==> config.mk <==
export PLATFORM = sky130hd
export DESIGN_NAME = trp_return_unit
export DESIGN_NICKNAME = d
export VERILOG_FILES = /design/src/rtl/trp_pkg.sv /design/src/rtl/trp_sret_path.sv /design/src/rtl/trp_mret_path.sv /design/src/rtl/trp_return_unit.sv
export SDC_FILE = /design/constraint.sdc
export NUM_CORES = 1
export LEC_CHECK = 0
export BUFFER_PORTS_ARGS = -buffer_cell sky130_fd_sc_hd__buf_2
export CORE_AREA = 2 2 135 137
export DETAILED_ROUTE_END_ITERATION = 8
export DIE_AREA = 0 0 137 139
export GPL_TIMING_DRIVEN = 0
export HOLD_SLACK_MARGIN = 0.03
export MAX_ROUTING_LAYER = met4
export PLACE_DENSITY = 0.7
export SYNTH_ARGS = -nofsm -noshare
export SYNTH_HDL_FRONTEND = slang
export SYNTH_SLANG_ARGS = --single-unit
export TNS_END_PERCENT = 10
==> constraint.sdc <==
create_clock -name clk -period 2.4 [get_ports clk]
set_input_delay 0.12 -clock clk [delete_from_list [all_inputs] [get_ports clk]]
set_output_delay 0.12 -clock clk [all_outputs]
set_load 0.01 [all_outputs]
==> src/rtl/trp_pkg.sv <==
package trp_pkg;
  localparam int ST_W     = 64;
  localparam int B_SIE    = 1;
  localparam int B_MIE    = 3;
  localparam int B_SPIE   = 5;
  localparam int B_MPIE   = 7;
  localparam int B_SPP    = 8;
  localparam int B_MPP_LO = 11;
  localparam int B_MPRV   = 17;
  localparam int B_TSR    = 22;
  localparam int B_MPV    = 39;

  typedef enum logic [1:0] {
    PRIV_U = 2'd0,
    PRIV_S = 2'd1,
    PRIV_R = 2'd2,
    PRIV_M = 2'd3
  } priv_e;

  typedef enum logic [4:0] {
    CAUSE_PC_MISALIGN = 5'd0,
    CAUSE_FETCH_FAULT = 5'd1,
    CAUSE_ILLEGAL     = 5'd2,
    CAUSE_VIRT_INSN   = 5'd22
  } cause_e;

  typedef struct packed {
    logic            exc;
    cause_e          cause;
    logic [ST_W-1:0] status;
    priv_e           priv;
    logic            virt;
    logic            spv;
  } ret_res_t;

  // A return target needs 4-byte alignment unless 2-byte instructions exist.
  function automatic logic pc_misaligned(input logic has_c, input logic [1:0] low);
    return !has_c && (low != 2'b00);
  endfunction
endpackage

==> src/rtl/trp_sret_path.sv <==
module trp_sret_path
  import trp_pkg::*;
(
  input  logic            cur_priv_i_0,
  input  logic [1:0]      cur_priv,
  input  logic            cur_virt,
  input  logic [ST_W-1:0] mstatus_in,
  input  logic            vtsr,
  input  logic            spv,
  input  logic [1:0]      epc_low,
  input  logic            has_c,
  input  logic            has_h,
  input  logic            v112,
  output ret_res_t        res
);
  logic unused_bit;
  assign unused_bit = cur_priv_i_0;

  always_comb begin
    res        = '0;
    res.cause  = CAUSE_ILLEGAL;
    res.status = mstatus_in;
    res.priv   = priv_e'(cur_priv);
    res.virt   = cur_virt;
    res.spv    = spv;
    if (cur_priv == PRIV_U) begin
      res.exc   = 1'b1;
      res.cause = CAUSE_ILLEGAL;
    end else if (pc_misaligned(has_c, epc_low)) begin
      res.exc   = 1'b1;
      res.cause = CAUSE_PC_MISALIGN;
    end else if (mstatus_in[B_TSR] && (cur_priv != PRIV_M)) begin
      res.exc   = 1'b1;
      res.cause = CAUSE_ILLEGAL;
    end else if (cur_virt && vtsr) begin
      res.exc   = 1'b1;
      res.cause = CAUSE_VIRT_INSN;
    end else begin
      res.status[B_SIE]  = mstatus_in[B_SPIE];
      res.status[B_SPIE] = 1'b1;
      res.status[B_SPP]  = 1'b0;
      if (v112) res.status[B_MPRV] = 1'b0;
      res.priv = priv_e'({1'b0, mstatus_in[B_SPP]});
      if (has_h && !cur_virt) begin
        res.virt = spv;
        res.spv  = 1'b0;
      end
    end
  end
endmodule

==> src/rtl/trp_mret_path.sv <==
module trp_mret_path
  import trp_pkg::*;
#(
  parameter int RULE_W = 7
) (
  input  logic              [1:0] cur_priv,
  input  logic                    cur_virt,
  input  logic         [ST_W-1:0] mstatus_in,
  input  logic                    spv,
  input  logic              [1:0] epc_low,
  input  logic                    has_c,
  input  logic                    has_u,
  input  logic                    has_h,
  input  logic                    v112,
  input  logic                    pmp_en,
  input  logic [RULE_W-1:0]       pmp_rules,
  output ret_res_t                res
);
  logic [1:0] tgt;
  logic       tgt_not_m;
  assign tgt       = mstatus_in[B_MPP_LO +: 2];
  assign tgt_not_m = (tgt != PRIV_M);

  always_comb begin
    res        = '0;
    res.cause  = CAUSE_ILLEGAL;
    res.status = mstatus_in;
    res.priv   = priv_e'(cur_priv);
    res.virt   = cur_virt;
    res.spv    = spv;
    if (cur_priv != PRIV_M) begin
      res.exc   = 1'b1;
      res.cause = CAUSE_ILLEGAL;
    end else if (pc_misaligned(has_c, epc_low)) begin
      res.exc   = 1'b1;
      res.cause = CAUSE_PC_MISALIGN;
    end else if (pmp_en && (pmp_rules == '0) && tgt_not_m) begin
      res.exc   = 1'b1;
      res.cause = CAUSE_FETCH_FAULT;
    end else begin
      res.status[B_MIE]        = mstatus_in[B_MPIE];
      res.status[B_MPIE]       = 1'b1;
      res.status[B_MPP_LO +: 2] = has_u ? PRIV_U : PRIV_M;
      res.status[B_MPV]        = 1'b0;
      if (v112 && tgt_not_m) res.status[B_MPRV] = 1'b0;
      res.priv = priv_e'(tgt);
      if (has_h) res.virt = mstatus_in[B_MPV] && tgt_not_m;
    end
  end
endmodule

==> src/rtl/trp_return_unit.sv <==
module trp_return_unit
  import trp_pkg::*;
#(
  parameter int XLEN   = 64,
  parameter int RULE_W = 7
) (
  input  logic              clk,
  input  logic              rst_n,
  input  logic              req_valid,
  input  logic              req_mret,
  input  logic [1:0]        cur_priv,
  input  logic              cur_virt,
  input  logic [63:0]       mstatus_in,
  input  logic              hs_vtsr,
  input  logic              hs_spv,
  input  logic [XLEN-1:0]   sepc,
  input  logic [XLEN-1:0]   mepc,
  input  logic              cfg_has_c,
  input  logic              cfg_has_u,
  input  logic              cfg_has_h,
  input  logic              cfg_v112,
  input  logic              cfg_pmp_en,
  input  logic [RULE_W-1:0] cfg_pmp_rules,
  output logic              commit_valid,
  output logic              exc_valid,
  output logic [4:0]        exc_cause,
  output logic [63:0]       mstatus_out,
  output logic              hs_spv_out,
  output logic [1:0]        priv_out,
  output logic              virt_out,
  output logic [XLEN-1:0]   ret_pc
);
  ret_res_t s_res, m_res, sel;
  logic     mret_q;

  trp_sret_path u_sret (
    .cur_priv_i_0 (cur_priv[0]),
    .cur_priv     (cur_priv),
    .cur_virt     (cur_virt),
    .mstatus_in   (mstatus_in),
    .vtsr         (hs_vtsr),
    .spv          (hs_spv),
    .epc_low      (sepc[1:0]),
    .has_c        (cfg_has_c),
    .has_h        (cfg_has_h),
    .v112         (cfg_v112),
    .res          (s_res)
  );

  trp_mret_path #(.RULE_W(RULE_W)) u_mret (
    .cur_priv   (cur_priv),
    .cur_virt   (cur_virt),
    .mstatus_in (mstatus_in),
    .spv        (hs_spv),
    .epc_low    (mepc[1:0]),
    .has_c      (cfg_has_c),
    .has_u      (cfg_has_u),
    .has_h      (cfg_has_h),
    .v112       (cfg_v112),
    .pmp_en     (cfg_pmp_en),
    .pmp_rules  (cfg_pmp_rules),
    .res        (m_res)
  );

  assign sel = req_mret ? m_res : s_res;

  always_ff @(posedge clk or negedge rst_n) begin
    if (!rst_n) begin
      commit_valid <= 1'b0;
      exc_valid    <= 1'b0;
      exc_cause    <= '0;
      mstatus_out  <= '0;
      hs_spv_out   <= 1'b0;
      priv_out     <= PRIV_M;
      virt_out     <= 1'b0;
      ret_pc       <= '0;
      mret_q       <= 1'b0;
    end else begin
      commit_valid <= req_valid && !sel.exc;
      exc_valid    <= req_valid && sel.exc;
      if (req_valid) begin
        exc_cause   <= sel.cause;
        mstatus_out <= sel.status;
        hs_spv_out  <= sel.spv;
        priv_out    <= sel.priv;
        virt_out    <= sel.virt;
        ret_pc      <= sel.exc ? '0 : (req_mret ? mepc : sepc);
        mret_q      <= req_mret;
      end
    end
  end

  AST_ONE_OUTCOME: assert property (@(posedge clk) disable iff (!rst_n)
    req_valid |=> (commit_valid ^ exc_valid));
  AST_QUIET_IDLE: assert property (@(posedge clk) disable iff (!rst_n)
    !req_valid |=> !(commit_valid || exc_valid));
  AST_EXC_KEEPS_STATE: assert property (@(posedge clk) disable iff (!rst_n)
    req_valid |=> (exc_valid -> (mstatus_out == $past(mstatus_in) && priv_out == $past(cur_priv))));
  AST_SRET_SPP_USER: assert property (@(posedge clk) disable iff (!rst_n)
    (commit_valid && !mret_q) |-> (!mstatus_out[B_SPP] && mstatus_out[B_SPIE]));
  AST_SRET_NOT_MACHINE: assert property (@(posedge clk) disable iff (!rst_n)
    (commit_valid && !mret_q) |-> (priv_out != PRIV_M));
  AST_MRET_MPV_CLEAR: assert property (@(posedge clk) disable iff (!rst_n)
    (commit_valid && mret_q) |-> (!mstatus_out[B_MPV] && mstatus_out[B_MPIE]));
endmodule

==> flow_summary.json <==
{
  "hold_class": "primary input to register",
  "dr.pass1.iters": 6,
  "drive_above_1_share": 0.5501,
  "fmax_ghz": 0.4566,
  "cts-buffers-inserted": 17,
  "rr_startpoint": "mstatus_out[17]",
  "drt_iter0_drc": 252,
  "syn2layout_area_growth_pct": 50.22,
  "postSynthAreaPerCell_um2": 11.56,
  "hold_buffers": 67,
  "io_buffers": 347,
  "regArea_um2": 3431,
  "row_count": 49,
  "start_kind": "primary input",
  "synthArstFlopShare": 1.000,
  "ys_warn_count": 0,
  "hpwl_um": 14930,
  "pin_count": 352,
  "cts_root_buf": "clkbuf_16",
  "grt_pass1_vias": 6080,
  "path_clk_slew_ps": 60,
  "grt_overflow_total": 0,
  "h-tree-depth": 4,
  "finalCritPeriodShare": 0.9126,
  "end_kind": "register",
  "pwr_density_cell_nw_per_um2": 664.6,
  "worstPathRequired_ps": 2690,
  "antenna_left": 0,
  "vias_per_cell": 4.751,
  "initial_core_util": 0.3798,
  "wl_um": 20590,
  "slowest_delay_ps": 560,
  "multi_input_area_um2": 2771,
  "crit_path_top_delay_cell": "dlygate4sd3_1",
  "yosysSeqAreaShare": 0.5116,
  "tns_ps": 0,
  "criticalPathCategory": "primary input to register",
  "post_cts_buffers": 0,
  "syn-instance-count": 580,
  "crit_top_cell": "dlygate4sd3_1",
  "grt_pass1_wl_um": 31400,
  "clock_latency_ps": 400,
  "synthFlopType": "dfrtp_1",
  "antenna_found_initial": 0,
  "drc_errors": 0,
  "worst_pin_slew_ps": 692.2,
  "period_minus_slack_ps": 2190,
  "dieWidth_um": 137,
  "wire_per_inst_um": 16.39,
  "fin_area_um2": 10070,
  "crit_arrival_ps": 2480,
  "critPathMaxFanout": 8,
  "cts_tree": "done",
  "cts_sinks": 137,
  "synth_area_um2": 6706,
  "finalHoldViolations": 0,
  "whs_path_depth": 3,
  "place_area_um2": 8763,
  "ys_seq_elements": 137,
  "r2r_setup_slack_ps": 1130,
  "synth_cell_types": 44,
  "ir_worst_vdd_v": 0.0004835,
  "fill_cells": 1505,
  "min_to": "priv_out[0]",
  "core_um2": 17660,
  "dieArea_um2": 19040,
  "finClkSkew_ps": 0,
  "n_antenna_cell": 0,
  "leakage_nw": 4.953,
  "nets": 1227,
  "hold_start": "cur_priv[0]",
  "clockBufferDepth": 2,
  "relSlewSlack": 0.5385,
  "drv_cap": 0,
  "synth.net_count": 793,
  "grt_use_total": 0.2191,
  "vias": 5967,
  "setup_viol": 0,
  "final_max_slew_viol_count": 0,
  "worstReg2RegEnd": "mstatus_out[17]",
  "place_congestion": 0.7994,
  "post_cts_resized": 0,
  "rsz0062_at_grt": "false",
  "postLayoutCoreUtil": 0.5706,
  "status": "complete, no violations",
  "grt_max_degree": 82,
  "ff2ff_path_depth": 3,
  "die_h_um": 139,
  "crit_chain": "dlygate4sd3_1, buf_2, nand3_1, nor2_1, and2_1, o211ai_1, dlygate4sd3_1",
  "synth_edf_count": 0
}
==> flip-flops by register name, summed over array words and instances (netlist names) <==
name          flops
commit_valid      1
exc_cause         3
exc_valid         1
hs_spv_out        1
mstatus_out      64
priv_out          2
ret_pc           64
virt_out          1
==> cell usage in the layout (no fill, tap or decap), drive strengths merged, types with 3 or more instances in the layout <==
| cell | netlist | layout |
|---|---|---|
| mux2 | 119 | 119 |
| o221ai | 5 | 5 |
| o22ai | 69 | 69 |
| clkbuf | 24 | 42 |
| inv | 76 | 82 |
| o41ai | 3 | 3 |
| clkinv | 0 | 3 |
| nor2 | 6 | 6 |
| nor2b | 3 | 3 |
| nand2b | 4 | 4 |
| dfrtp | 135 | 135 |
| nand2 | 75 | 75 |
| a21oi | 6 | 6 |
| nand3 | 4 | 4 |
| and2 | 4 | 4 |
| buf | 19 | 367 |
| bufinv | 0 | 4 |
| dlygate4sd3 | 0 | 67 |
==> area by class of cell <==
class | instances | area share
Sequential cell | 137 | 0.3405
Multi-Input combinational cell | 324 | 0.2751
Timing Repair Buffer | 415 | 0.2423
Clock buffer | 18 | 0.04260
Tap cell | 229 | 0.02844
Inverter | 76 | 0.02832
Buffer | 43 | 0.02173
Clock inverter | 14 | 0.02099
==> worst max path at each step <==
| stage | depth (start not counted) | to | slack [ps] | from |
|---|---|---|---|---|
| global route | 7 | mstatus_out[3] | 160 | cur_priv[1] |
| CTS | 7 | mstatus_out[3] | 250 | cur_priv[1] |
| finish | 7 | mstatus_out[3] | 210 | cur_priv[1] |
| detailed placement | 4 | ret_pc[54] | 500 | req_valid |
| global placement | 1 | mstatus_out[58] | -750 | rst_n |
| floorplan | 6 | ret_pc[17] | 1060 | cfg_pmp_rules[5] |
==> worst max-delay path, delay by kind of cell <==
family | cells | cell delay (ps)
compound gates | 1 | 120
simple gates | 3 | 950
buf+inv | 3 | 1290
==> synth_stat cells, types with 3 or more instances <==
library cell,n,share of area
clkbuf_1,24,0.013
o22ai_2,40,0.075
a21oi_1,5,0.0037
nor2_1,6,0.0034
nand2_1,75,0.042
mux2_2,119,0.20
o221ai_1,5,0.0065
o41ai_1,3,0.0039
nand3_1,3,0.0022
o22ai_1,29,0.027
buf_2,10,0.0075
buf_6,5,0.0084
and2_1,4,0.0037
inv_1,75,0.042
nor2b_1,3,0.0028
dfrtp_1,135,0.50
nand2b_1,4,0.0037
==> per-stage QoR <==
| step | worst slack, ps | hold slack, ps | std cells | power (mW) |
|---|---|---|---|---|
| floorplan | 1061 | -175.6 | 580 | 3.234 |
| global placement | -753.8 | 304.6 | 1156 | 3.764 |
| detailed placement | 504.4 | 120.7 | 1157 | 3.791 |
| CTS | 253.7 | 35.06 | 1256 | 6.747 |
| global route | 159.2 | 35.18 | 1256 | 6.989 |
| finish | 209.7 | 48.29 | 1256 | 6.696 |
==> per-layer routing <==
metal | global-route usage | vias to the layer above | share of wire
met5 | - | - | 0
met4 | 0.04883 | 0 | 0.011
met3 | 0.05482 | 24 | 0.065
met2 | 0.3833 | 241 | 0.52
met1 | 0.2508 | 2841 | 0.41
li1 | - | 2861 | -
==> logic make-up (layout without fill, tap and decap cells) <==
group,count (synthesis),in the layout,share of synthesized area
AOI/OAI and AO/OA,99,99,0.1364
buffers and inverters,119,566,0.07519
DFF,137,137,0.5116
muxes,121,121,0.2028
other,1,1,0.0005592
and+or+nand+nor,103,103,0.07351
==> power breakdown <==
group,total (mW),internal [mW],leakage (nW),switching (mW)
registers,2.59,2.50,1.73,0.0920
clock network,2.86,1.77,0.310,1.09
logic,1.24,0.628,2.91,0.614
total,6.70,4.90,4.95,1.79
(Power assumes the default switching activity.)
